==> config.mk <==
export PLATFORM = sky130hd
export DESIGN_NAME = xip_flash_reader
export DESIGN_NICKNAME = d
export VERILOG_FILES = /design/src/rtl/xip_seq_pkg.sv /design/src/rtl/xip_win_map.sv /design/src/rtl/xip_phase_fsm.sv /design/src/rtl/xip_rx_pack.sv /design/src/rtl/xip_flash_reader.sv
export SDC_FILE = /design/constraint.sdc
export NUM_CORES = 1
export LEC_CHECK = 0
export ABC_AREA = 1
export ABC_CLOCK_PERIOD_IN_PS = 4500
export BUFFER_PORTS_ARGS = -buffer_cell sky130_fd_sc_hd__buf_4
export CORE_MARGIN = 5
export CORE_UTILIZATION = 59
export DETAILED_ROUTE_END_ITERATION = 6
export GPL_TIMING_DRIVEN = 0
export PLACE_DENSITY = 0.86
export SETUP_SLACK_MARGIN = 0.5
export SLEW_MARGIN = 20
export SYNTH_ARGS = -nofsm -noshare
export SYNTH_HDL_FRONTEND = slang
export SYNTH_SLANG_ARGS = --single-unit
==> constraint.sdc <==
create_clock -name clk -period 4.5 [get_ports clk]
set_input_delay 0.45 -clock clk [delete_from_list [all_inputs] [get_ports clk]]
set_output_delay 0.45 -clock clk [all_outputs]
set_load 0.01 [all_outputs]
==> src/rtl/xip_seq_pkg.sv <==
package xip_seq_pkg;

    typedef enum logic [2:0] {
        PH_IDLE = 3'd0,
        PH_CMD  = 3'd1,
        PH_ADDR = 3'd2,
        PH_MODE = 3'd3,
        PH_DATA = 3'd4,
        PH_DONE = 3'd5
    } phase_e;

    typedef logic [1:0] lane_sel_t;

    localparam int CMD_CLKS = 8;

    typedef struct packed {
        logic [31:0] faddr;
        logic [2:0]  nbytes;
    } xfer_t;

    // log2 of the number of active lines
    function automatic logic [1:0] lane_log2(input lane_sel_t w);
        case (w)
            2'd0:    return 2'd0;
            2'd1:    return 2'd1;
            default: return 2'd2;
        endcase
    endfunction

    function automatic logic [3:0] lane_mask(input lane_sel_t w);
        case (w)
            2'd0:    return 4'b0001;
            2'd1:    return 4'b0011;
            default: return 4'b1111;
        endcase
    endfunction

    // top bits of a left-aligned shift word, placed on the low lines
    function automatic logic [3:0] top_lanes(input logic [31:0] v, input lane_sel_t w);
        case (w)
            2'd0:    return {3'b000, v[31]};
            2'd1:    return {2'b00, v[31:30]};
            default: return v[31:28];
        endcase
    endfunction

    function automatic logic [2:0] size_bytes(input logic [1:0] s);
        case (s)
            2'd0:    return 3'd1;
            2'd1:    return 3'd2;
            default: return 3'd4;
        endcase
    endfunction

endpackage

==> src/rtl/xip_win_map.sv <==
module xip_win_map #(
    parameter logic [31:0] WIN_BASE = 32'h0008_0000,
    parameter int          WIN_LOG2 = 20
) (
    input  logic [31:0] bus_addr,
    input  logic [31:0] remap_base,
    output logic        hit,
    output logic [31:0] flash_addr
);
    localparam logic [32:0] WIN_END = {1'b0, WIN_BASE} + (33'd1 << WIN_LOG2);

    logic [WIN_LOG2-1:0] offset;

    always_comb begin
        offset     = WIN_LOG2'(bus_addr - WIN_BASE);
        hit        = ({1'b0, bus_addr} >= {1'b0, WIN_BASE}) && ({1'b0, bus_addr} < WIN_END);
        flash_addr = remap_base + {{(32-WIN_LOG2){1'b0}}, offset};
    end
endmodule

==> src/rtl/xip_phase_fsm.sv <==
module xip_phase_fsm
    import xip_seq_pkg::*;
#(
    parameter int MODE_CLK_W = 4,
    parameter int CNT_W      = 6
) (
    input  logic                  clk,
    input  logic                  rst,
    input  logic                  start,
    input  logic                  skip_cmd,
    input  logic                  addr4,
    input  lane_sel_t             addr_w,
    input  lane_sel_t             data_w,
    input  logic [MODE_CLK_W-1:0] mode_clks,
    input  logic [2:0]            nbytes,
    output phase_e                phase,
    output phase_e                phase_nxt,
    output logic [CNT_W-1:0]      cnt,
    output logic                  last
);
    logic [CNT_W-1:0] len;

    always_comb begin
        case (phase)
            PH_CMD:  len = CNT_W'(CMD_CLKS);
            PH_ADDR: len = CNT_W'(addr4 ? 32 : 24) >> lane_log2(addr_w);
            PH_MODE: len = CNT_W'(mode_clks);
            PH_DATA: len = CNT_W'({nbytes, 3'b000}) >> lane_log2(data_w);
            default: len = CNT_W'(1);
        endcase
        last = (cnt == len - 1'b1);
    end

    always_comb begin
        phase_nxt = phase;
        case (phase)
            PH_IDLE: if (start) phase_nxt = skip_cmd ? PH_ADDR : PH_CMD;
            PH_CMD:  if (last)  phase_nxt = PH_ADDR;
            PH_ADDR: if (last)  phase_nxt = (mode_clks != '0) ? PH_MODE : PH_DATA;
            PH_MODE: if (last)  phase_nxt = PH_DATA;
            PH_DATA: if (last)  phase_nxt = PH_DONE;
            PH_DONE:            phase_nxt = PH_IDLE;
            default:            phase_nxt = PH_IDLE;
        endcase
    end

    always_ff @(posedge clk) begin
        if (rst) begin
            phase <= PH_IDLE;
            cnt   <= '0;
        end else begin
            phase <= phase_nxt;
            cnt   <= (phase_nxt != phase) ? '0 : cnt + 1'b1;
        end
    end

    // the command byte is always followed by the address phase
    assert_cmd_then_addr_R3: assert property (@(posedge clk) disable iff (rst)
        (phase == PH_CMD && last) |=> (phase == PH_ADDR));

    // the clock counter never runs past the length of its phase
    assert_cnt_in_phase_R11: assert property (@(posedge clk) disable iff (rst)
        (phase == PH_CMD || phase == PH_ADDR || phase == PH_MODE || phase == PH_DATA)
            |-> (cnt < len));
endmodule

==> src/rtl/xip_rx_pack.sv <==
module xip_rx_pack
    import xip_seq_pkg::*;
(
    input  logic        clk,
    input  logic        rst,
    input  logic        clear,
    input  logic        shift_en,
    input  lane_sel_t   lanes,
    input  logic [3:0]  din,
    input  logic [2:0]  nbytes,
    output logic [31:0] word
);
    logic [31:0] sh;
    logic [3:0]  bits;

    always_comb begin
        case (lanes)
            2'd0:    bits = {3'b000, din[1]};
            2'd1:    bits = {2'b00, din[1:0]};
            default: bits = din;
        endcase
    end

    always_ff @(posedge clk) begin
        if (rst || clear)
            sh <= '0;
        else if (shift_en)
            sh <= (sh << (3'd1 << lane_log2(lanes))) | {28'd0, bits};
    end

    // earliest byte sits highest in the shifter; place it in the low byte
    always_comb begin
        word = '0;
        for (int k = 0; k < 4; k++) begin
            if (k < int'(nbytes))
                word[8*k +: 8] = sh[8*(int'(nbytes) - 1 - k) +: 8];
        end
    end
endmodule

==> src/rtl/xip_flash_reader.sv <==
module xip_flash_reader
    import xip_seq_pkg::*;
#(
    parameter logic [31:0] WIN_BASE   = 32'h0008_0000,
    parameter int          WIN_LOG2   = 20,
    parameter int          MODE_CLK_W = 4
) (
    input  logic                  clk,
    input  logic                  rst,
    input  logic                  cfg_enable,
    input  logic                  cfg_addr4,
    input  logic [1:0]            cfg_addr_lanes,
    input  logic [1:0]            cfg_mode_lanes,
    input  logic [1:0]            cfg_data_lanes,
    input  logic [MODE_CLK_W-1:0] cfg_mode_clks,
    input  logic                  cfg_xip_en,
    input  logic [7:0]            cfg_read_cmd,
    input  logic [7:0]            cfg_mode_enter,
    input  logic [7:0]            cfg_mode_exit,
    input  logic [31:0]           cfg_remap_base,
    input  logic                  xip_exit_req,
    input  logic                  req_valid,
    input  logic [31:0]           req_addr,
    input  logic [1:0]            req_size,
    output logic                  bus_ready,
    output logic                  rd_valid,
    output logic [31:0]           rd_data,
    output logic                  dma_req,
    output logic                  fl_cs_n,
    output logic                  fl_sck_en,
    output logic [3:0]            fl_io_out,
    output logic [3:0]            fl_io_oe,
    input  logic [3:0]            fl_io_in
);
    localparam int CNT_W = (MODE_CLK_W + 1 > 6) ? MODE_CLK_W + 1 : 6;

    logic             hit, start, serial_on, mode_full;
    logic             xip_active, term_pend, last;
    logic [31:0]      faddr_c, fa_src, sr, word;
    logic [7:0]       mode_byte;
    logic [CNT_W-1:0] cnt, mode_byte_clks;
    lane_sel_t        cur_w;
    phase_e           ph, ph_nxt;
    xfer_t            xfer_q;

    xip_win_map #(.WIN_BASE(WIN_BASE), .WIN_LOG2(WIN_LOG2)) win_i (
        .bus_addr   (req_addr),
        .remap_base (cfg_remap_base),
        .hit        (hit),
        .flash_addr (faddr_c)
    );

    assign start = req_valid && cfg_enable && hit && (ph == PH_IDLE);

    always_ff @(posedge clk) begin
        if (rst)
            xfer_q <= '0;
        else if (start)
            xfer_q <= '{faddr: faddr_c, nbytes: size_bytes(req_size)};
    end

    xip_phase_fsm #(.MODE_CLK_W(MODE_CLK_W), .CNT_W(CNT_W)) fsm_i (
        .clk       (clk),
        .rst       (rst),
        .start     (start),
        .skip_cmd  (xip_active),
        .addr4     (cfg_addr4),
        .addr_w    (cfg_addr_lanes),
        .data_w    (cfg_data_lanes),
        .mode_clks (cfg_mode_clks),
        .nbytes    (start ? size_bytes(req_size) : xfer_q.nbytes),
        .phase     (ph),
        .phase_nxt (ph_nxt),
        .cnt       (cnt),
        .last      (last)
    );

    // phase-dependent lane selection and mode byte
    always_comb begin
        serial_on = (ph == PH_CMD) || (ph == PH_ADDR) || (ph == PH_MODE) || (ph == PH_DATA);
        case (ph)
            PH_ADDR: cur_w = cfg_addr_lanes;
            PH_MODE: cur_w = cfg_mode_lanes;
            PH_DATA: cur_w = cfg_data_lanes;
            default: cur_w = 2'd0;
        endcase
        mode_byte      = (cfg_xip_en && !term_pend) ? cfg_mode_enter : cfg_mode_exit;
        mode_byte_clks = CNT_W'(8) >> lane_log2(cfg_mode_lanes);
        mode_full      = (int'(cfg_mode_clks) << lane_log2(cfg_mode_lanes)) >= 8;
        fa_src         = (ph == PH_IDLE) ? faddr_c : xfer_q.faddr;
    end

    // transmit shifter: loaded on phase entry, shifted once per serial clock
    always_ff @(posedge clk) begin
        if (rst) begin
            sr <= '0;
        end else if (ph_nxt != ph) begin
            case (ph_nxt)
                PH_CMD:  sr <= {cfg_read_cmd, 24'd0};
                PH_ADDR: sr <= cfg_addr4 ? fa_src : {fa_src[23:0], 8'd0};
                PH_MODE: sr <= {mode_byte, 24'd0};
                default: sr <= '0;
            endcase
        end else if (serial_on) begin
            sr <= sr << (3'd1 << lane_log2(cur_w));
        end
    end

    // continuous-read state
    always_ff @(posedge clk) begin
        if (rst || !cfg_enable) begin
            xip_active <= 1'b0;
            term_pend  <= 1'b0;
        end else begin
            if (ph == PH_MODE && last && mode_full) begin
                xip_active <= cfg_xip_en && !term_pend;
                term_pend  <= 1'b0;
            end
            if (xip_exit_req)
                term_pend <= 1'b1;
        end
    end

    always_comb begin
        case (ph)
            PH_CMD:  fl_io_oe = 4'b0001;
            PH_ADDR: fl_io_oe = lane_mask(cfg_addr_lanes);
            PH_MODE: fl_io_oe = (cnt < mode_byte_clks) ? lane_mask(cfg_mode_lanes) : 4'b0000;
            default: fl_io_oe = 4'b0000;
        endcase
        fl_io_out = top_lanes(sr, cur_w) & fl_io_oe;
        fl_cs_n   = !serial_on;
        fl_sck_en = serial_on;
    end

    xip_rx_pack rx_i (
        .clk      (clk),
        .rst      (rst),
        .clear    (start),
        .shift_en (ph == PH_DATA),
        .lanes    (cfg_data_lanes),
        .din      (fl_io_in),
        .nbytes   (xfer_q.nbytes),
        .word     (word)
    );

    assign bus_ready = (ph == PH_IDLE);
    assign rd_valid  = (ph == PH_DONE);
    assign rd_data   = rd_valid ? word : 32'd0;
    assign dma_req   = rd_valid && (xfer_q.nbytes == 3'd4);

    // a flash sequence only ever opens right after a bus request
    assert_open_after_req_R1: assert property (@(posedge clk) disable iff (rst)
        $fell(fl_cs_n) |-> $past(req_valid));

    // the result strobe is followed by an idle, ready cycle
    assert_done_then_ready_R9: assert property (@(posedge clk) disable iff (rst)
        rd_valid |=> (bus_ready && fl_cs_n && !rd_valid));

    // the DMA pulse never comes without the result strobe
    assert_dma_with_result_R10: assert property (@(posedge clk) disable iff (rst)
        dma_req |-> rd_valid);

    // a single-byte result carries zeros above its low byte
    assert_byte_upper_zero_R8: assert property (@(posedge clk) disable iff (rst)
        (rd_valid && xfer_q.nbytes == 3'd1) |-> (rd_data[31:8] == 24'd0));

    // continuous-read state is only entered at the end of a mode phase
    assert_xip_from_mode_R6: assert property (@(posedge clk) disable iff (rst)
        $rose(xip_active) |-> $past(ph == PH_MODE));

    // while continuous read holds, a new sequence opens on the address phase
    assert_xip_skips_cmd_R6: assert property (@(posedge clk) disable iff (rst)
        ($fell(fl_cs_n) && xip_active) |-> (ph == PH_ADDR));
endmodule

Word-level counts from Yosys, hierarchy flattened
Index checks and enable logic that the tools add are counted.
- shifts and indexed selects: 12
- reductions and logical operators: 26
- add/sub/neg operators: 8
- muxes and demuxes: 42
- equality and inequality tests: 16
- $lt $le $gt $ge: 8
- bitwise operators: 2
- operators with widths (kind ; number):
    32-bit 2-to-1 mux ; 5
    32-bit by 32-bit indexed part select with 8-bit output ; 4
    32-bit one-hot mux with 3 select lines ; 1
    32-bit by 3-bit << shifter with 32-bit output ; 2
    29-bit by 3-bit subtractor with 29-bit output, second input constant ; 2
    8-bit 2-to-1 mux ; 5
    32-bit by 20-bit adder with 32-bit output ; 1
    32-bit by 20-bit >= comparator with 1-bit output, second input constant ; 1
    32-bit by 5-bit >= comparator with 1-bit output, second input constant ; 1
    32-bit by 21-bit less-than comparator with 1-bit output, second input constant ; 1
    32-bit by 4-bit bitwise OR with 32-bit output ; 1
    4-bit one-hot mux with 2 select lines ; 4
    4-bit by 2-bit << shifter with 32-bit output ; 1
    29-bit by 2-bit subtractor with 29-bit output, second input constant ; 1
    6-bit one-hot mux with 4 select lines ; 1
    3-bit 2-to-1 mux ; 7
    20-bit subtractor, second input constant ; 1
    2-bit one-hot mux with 2 select lines ; 4
    3-bit one-hot mux with 5 select lines ; 1
    2-bit 2-to-1 mux ; 7
    3-bit by 2-bit equality test with 1-bit output, second input constant ; 4
    4-bit one-hot mux with 3 select lines ; 1
    6-bit by 2-bit >> shifter with 6-bit output ; 2
    2-bit by 1-bit equality test with 1-bit output, second input constant ; 5
    26 further kinds ; 51
- logic and storage cells: 122
- register bits: 110
- bits of input ports: 111
- output and inout bits: 45

Longest topological paths before layout
- depth in word-level cells: 18
- gate-level depth with buffers: 31
- gate-level depth less buffers: 30

Hierarchy
A second synthesis with hierarchy kept.
- cell total of the unflattened synthesis: 1947
- area, all modules: 10915.5 sq um
- modules (own cells, without submodules) (module ; cells each ; seq. area each (sq um) ; area an instance (sq um) ; times used):
    xip_flash_reader ; 818 ; 1381.3 ; 4867.2 ; 1
    xip_rx_pack ; 515 ; 640.6 ; 2845.2 ; 1
    xip_win_map ; 413 ; 0.0 ; 1963.1 ; 1
    xip_phase_fsm ; 201 ; 180.2 ; 1239.9 ; 1

Worst setup path before layout
No wires, ideal clock.
- path type: input port to flip-flop
- start point: in cfg_addr4
- end point: reg sr[14]
- setup slack: 0.884 ns
- buffers on the path: 4
- setup time: 0.128 ns
- stages on the path: 25
- arrival: 3.488 ns
- cell sequence: clkbuf_1 inv_1 clkbuf_1 ha_1 a22o_2 nor2_4 ha_1 xnor2_1 o21bai_1 a21oi_1 nand3_2 nor2_4 nand2_1 nand2_2 nand2_1 nand2_1 nand2_2 nand2_1 nand2_1 buf_4 buf_2 nand3b_1 nand2_1 nor2_1 nor2_1
- word-level cells in the longest chain between the ends: 10
- RTL lines (item ; line ; text):
    from (decl) ; xip_flash_reader.sv:11 ; input logic cfg_addr4,
    6-bit 2-to-1 mux ; xip_phase_fsm.sv:26 ; PH_ADDR: len = CNT_W'(addr4 ? 32 : 24) >> lane_log2(addr_w);
    6-bit by 2-bit >> shifter with 6-bit output ; xip_phase_fsm.sv:26 ;
    6-bit one-hot mux with 4 select lines ; xip_phase_fsm.sv:24 ; case (phase)
    6-bit by 1-bit subtractor with 6-bit output ; xip_phase_fsm.sv:31 ; last = (cnt == len - 1'b1);
    6-bit equality test ; xip_phase_fsm.sv:31 ;
    3-bit 2-to-1 mux (on tied branches) ; n/a ;
    3-bit one-hot mux with 5 select lines ; xip_phase_fsm.sv:36 ; case (phase)
    3-bit by 2-bit equality test with 1-bit output / 3-bit by 1-bit equality test with 1-bit output (equally long branches) ; xip_flash_reader.sv:98 ; case (ph_nxt)
    32-bit one-hot mux with 3 select lines ; xip_flash_reader.sv:98 ;
    32-bit 2-to-1 mux ; xip_flash_reader.sv:97 ; end else if (ph_nxt != ph) begin
    to (signal assigned) ; xip_flash_reader.sv:99 ; PH_CMD: sr <= {cfg_read_cmd, 24'd0};
    to (signal assigned) ; xip_flash_reader.sv:100 ; PH_ADDR: sr <= cfg_addr4 ? fa_src : {fa_src[23:0], 8'd0};
    to (signal assigned) ; xip_flash_reader.sv:101 ; PH_MODE: sr <= {mode_byte, 24'd0};
    to (decl) ; xip_flash_reader.sv:39 ; logic [31:0] faddr_c, fa_src, sr, word;
Several ways; a longest one is shown, not always the timed one.
A chain may end at the register's enable or synchronous reset.

Worst setup path in the final report
- start point: reg fsm_i.phase[1]
- end point: reg sr[14]
- word-level cells in the longest chain between the ends: 12
- RTL lines (item ; line ; text):
    from (decl) ; xip_phase_fsm.sv:16 ; output phase_e phase,
    from (signal assigned) ; xip_phase_fsm.sv:52 ; phase <= phase_nxt;
    3-bit zero test ; xip_phase_fsm.sv:36, xip_flash_reader.sv:53, xip_flash_reader.sv:90 ;
    1-bit logical AND ; xip_flash_reader.sv:53 ; assign start = req_valid && cfg_enable && hit && (ph == PH_IDLE);
    3-bit 2-to-1 mux ; xip_flash_reader.sv:71 ; .nbytes (start ? size_bytes(req_size) : xfer_q.nbytes),
    6-bit by 2-bit >> shifter with 6-bit output ; xip_phase_fsm.sv:28 ; PH_DATA: len = CNT_W'({nbytes, 3'b000}) >> lane_log2(data_w);
    6-bit one-hot mux with 4 select lines ; xip_phase_fsm.sv:24 ;
    6-bit by 1-bit subtractor with 6-bit output ; xip_phase_fsm.sv:31 ;
    6-bit equality test ; xip_phase_fsm.sv:31 ;
    3-bit 2-to-1 mux (on tied branches) ; n/a ;
    3-bit one-hot mux with 5 select lines ; xip_phase_fsm.sv:36 ;
    3-bit by 2-bit equality test with 1-bit output / 3-bit by 1-bit equality test with 1-bit output (equally long branches) ; xip_flash_reader.sv:98 ;
    32-bit one-hot mux with 3 select lines ; xip_flash_reader.sv:98 ;
    32-bit 2-to-1 mux ; xip_flash_reader.sv:97 ;
Several ways; a longest one is shown, not always the timed one. The select of a mux whose other input is x is not followed.

==> results.yml <==
pwr:
  power_frac_comb: 0.627
  power_frac_seq: 0.214
  switchingPower_mw: 2.65
  switching_share: 0.511
  ir_drop_mv: 0.365
  p_int_mw: 2.53
  powerDensity_nw_per_um2: 441
  power_mw: 5.18
  clkPwrFrac: 0.159
  p_leak_nw: 5.11
clock_tree:
  clockBufferDepth: 2
  clockRootBuffer: "clkbuf_16"
  cts_made_buffers: 9
  clock_latency_ps: 370
  cts_tree: "done"
  cts.clk_slew.worst_paths_ps: 80
  h-tree-depth: 3
  cts.sinks: 110
  cts-hold-fix-buffers: 0
worst_setup_path:
  slowest_stage: "dfxtp_2"
  cp_max_fo: 10
  crit_buf_inv: 4
  worstPathRequired_ps: 4740
  crit_family: "simple AND/OR/NAND/NOR gates"
  crit_type: "flop to flop"
  worstSetupEndpointType: "flop"
  cp_data_arrival_time_ps: 4160
  path_common_cell: "nand2_1"
  critPathMaxStageDelay_ps: 380
  startpoint_type: "flop"
timing:
  hold_viol: 0
  fin_crit_ps: 3920
  relSlewSlack: 0.394
  fin_crit_sh: 0.870
  clock_skew_ps: 7.72
  fin_hold_ws_ps: 274
  drv_slew: 0
  tightest_slew_ps: 902
  rsz0062_at_grt: "yes"
  fmax_ghz: 0.255
  finalSetupTns_ps: 0
  setup_viol: 0
grt:
  first_global_vias: 11200
  grt_pass1_wl_mm: 57.5
  gr-usage-met3: 0.0869
  grtUsageMet2: 0.584
  grt_max_degree: 19
  busiest_layer: "met2"
  use_met1: 0.464
  grt_antenna_before_repair: 0
  grt_overflow: 0
  grtUsageTotal: 0.360
die:
  core_area_um2: 16400
  ios: 156
  chipWidth_um: 139
  dieArea_um2: 19200
  placementRows: 47
  start_util: 0.595
  die_h_um: 139
drt:
  vias_per_cell: 6.07
  drcViolationCount: 0
  drtPass1Iterations: 7
  first_iter_violations: 1829
  wl_per_cell_um: 18.0
  vias: 12400
  antenna_left: 0
  wl_mm: 36.7
logic_synthesis:
  synthCells: 1632
  synth_top_area_frac: 0.226
  synth-main-ff-cell: "dfxtp_1"
  synth-edff-count: 0
  synth_top_cell_by_area: "dfxtp_1"
  ys_seq_area_frac: 0.226
  synthesis.nets: 1778
  synth-seq-cells: 110
  avgSynthCellArea_um2: 5.98
  ys_async_sr_fraction: 0
  synth-warning-count: 0
  netlist_area_um2: 9760
  synth_area_leaders: "dfxtp_1 23%, nand2_1 19%, inv_1 7.0%"
  ys_types: 55
placement:
  dp_hpwl_mm: 28.5
  placedCellCount: 2006
  place_congestion: 1.03
  portBuffers: 154
layout:
  instances_no_fill: 2037
  area_growth_pct: 20.3
  final_nets: 1958
  final_layout_size_suffix_gt1_frac: 0.149
  fillers: 1468
  diodes: 0
  layout_common_cells: "484 x nand2_1, 179 x inv_1, 178 x buf_4, 123 x nor2_1, 122 x o21ai_0"
  final_common_cell: "nand2_1"
run:
  drv_cap: 0
hold_path:
  min_path_type: "primary input to flop"
status:
  status: "finished clean"
[cell type report]
type                            instances  area (um^2)  area share
Buffer                                 89          427      0.0363
Clock buffer                           12          256      0.0218
Clock inverter                          4         37.5     0.00320
Inverter                              193          739      0.0630
Multi-Input combinational cell       1240         6540       0.557
Sequential cell                       110         2200       0.188
Tap cell                              220          275      0.0234
Timing Repair Buffer                  169         1270       0.108
[cell usage after synthesis, types with 5 or more instances]
cell	number
a221oi_1	8
a211oi_1	5
buf_4	7
dfxtp_1	110
nand3b_1	21
xnor2_1	14
clkbuf_1	58
o21ai_0	122
xor2_1	19
o211ai_1	11
o22ai_1	40
nor3_1	21
inv_2	9
o2111ai_1	12
nor2_1	125
inv_1	181
nor4_1	5
a21oi_1	115
nand2_1	490
ha_1	34
buf_1	12
buf_2	10
a31oi_1	14
o221ai_1	33
nand3_1	58
nand4_1	38
[worst register-to-register path, delay by kind of cell, from the launching register on]
family	cells	cell delay, ps
flops	1	380
xor+xnor	1	120
simple gates	21	2090
buf+inv	4	590
fa+ha+maj	1	280
compound gates	2	330
[repair_timing]
item,CTS,global route
pin swaps,0,7
resized for setup,8,46
buffers inserted,3,12
setup endpoints to repair,56,56
cloned,0,0
[per-stage QoR]
step / setup WS, ps / util / cell area [um^2]
finish: 583 / 0.716 / 11700
global route: 374 / 0.716 / 11700
CTS: 500 / 0.703 / 11500
detailed placement: -97.2 / 0.682 / 11200
global placement: -84.9 / 0.682 / 11200
floorplan: 884 / - / 9760
[cell families after synthesis]
logic type,count (synthesis),share of synthesized area
AOI/OAI and AO/OA,378,0.231
xor gates and xnor gates,33,0.0296
adders and majority gates,35,0.0456
buffers and inverters,282,0.114
DFF,110,0.226
muxes,2,0.00205
and+or+nand+nor,792,0.353
[metal layers]
| layer | share of wire | wire length [um] |
|---|---|---|
| met5 | 0 | 0 |
| met4 | 0.056 | 2050 |
| met3 | 0.11 | 4130 |
| met2 | 0.44 | 16300 |
| met1 | 0.39 | 14200 |
[sequential cells by signal, summed over array words and instances (netlist names)]
signal / cells
term_pend: 1
xfer_q: 35
fsm_i.phase: 3
fsm_i.cnt: 6
rx_i.sh: 32
xip_active: 1
sr: 32
[path summary, 6_finish.rpt]
path	slack [ps]	from	end	cells past startpoint
worst max register to register	580	fsm_i.phase[1]$_SDFF_PP0_	sr[14]$_SDFFE_PP0P_	29
worst min register to register	470	xfer_q[34]$_SDFFE_PP0P_	xfer_q[34]$_SDFFE_PP0P_	2
worst min-delay path	270	rst	xfer_q[1]$_SDFFE_PP0P_	2
worst max-delay path	580	fsm_i.phase[1]$_SDFF_PP0_	sr[14]$_SDFFE_PP0P_	29
[power groups by stage]
| stage | clock (mW) | sequential (mW) | combinational, mW |
|---|---|---|---|
| after floorplan | 0 | 1.11 | 2.07 |
| after global placement | 0 | 1.12 | 2.86 |
| after detailed placement | 0 | 1.12 | 2.89 |
| after CTS | 0.822 | 1.10 | 2.95 |
| after global routing | 0.857 | 1.12 | 3.52 |
| final | 0.826 | 1.11 | 3.24 |
Power figures use the tool's default switching activity.
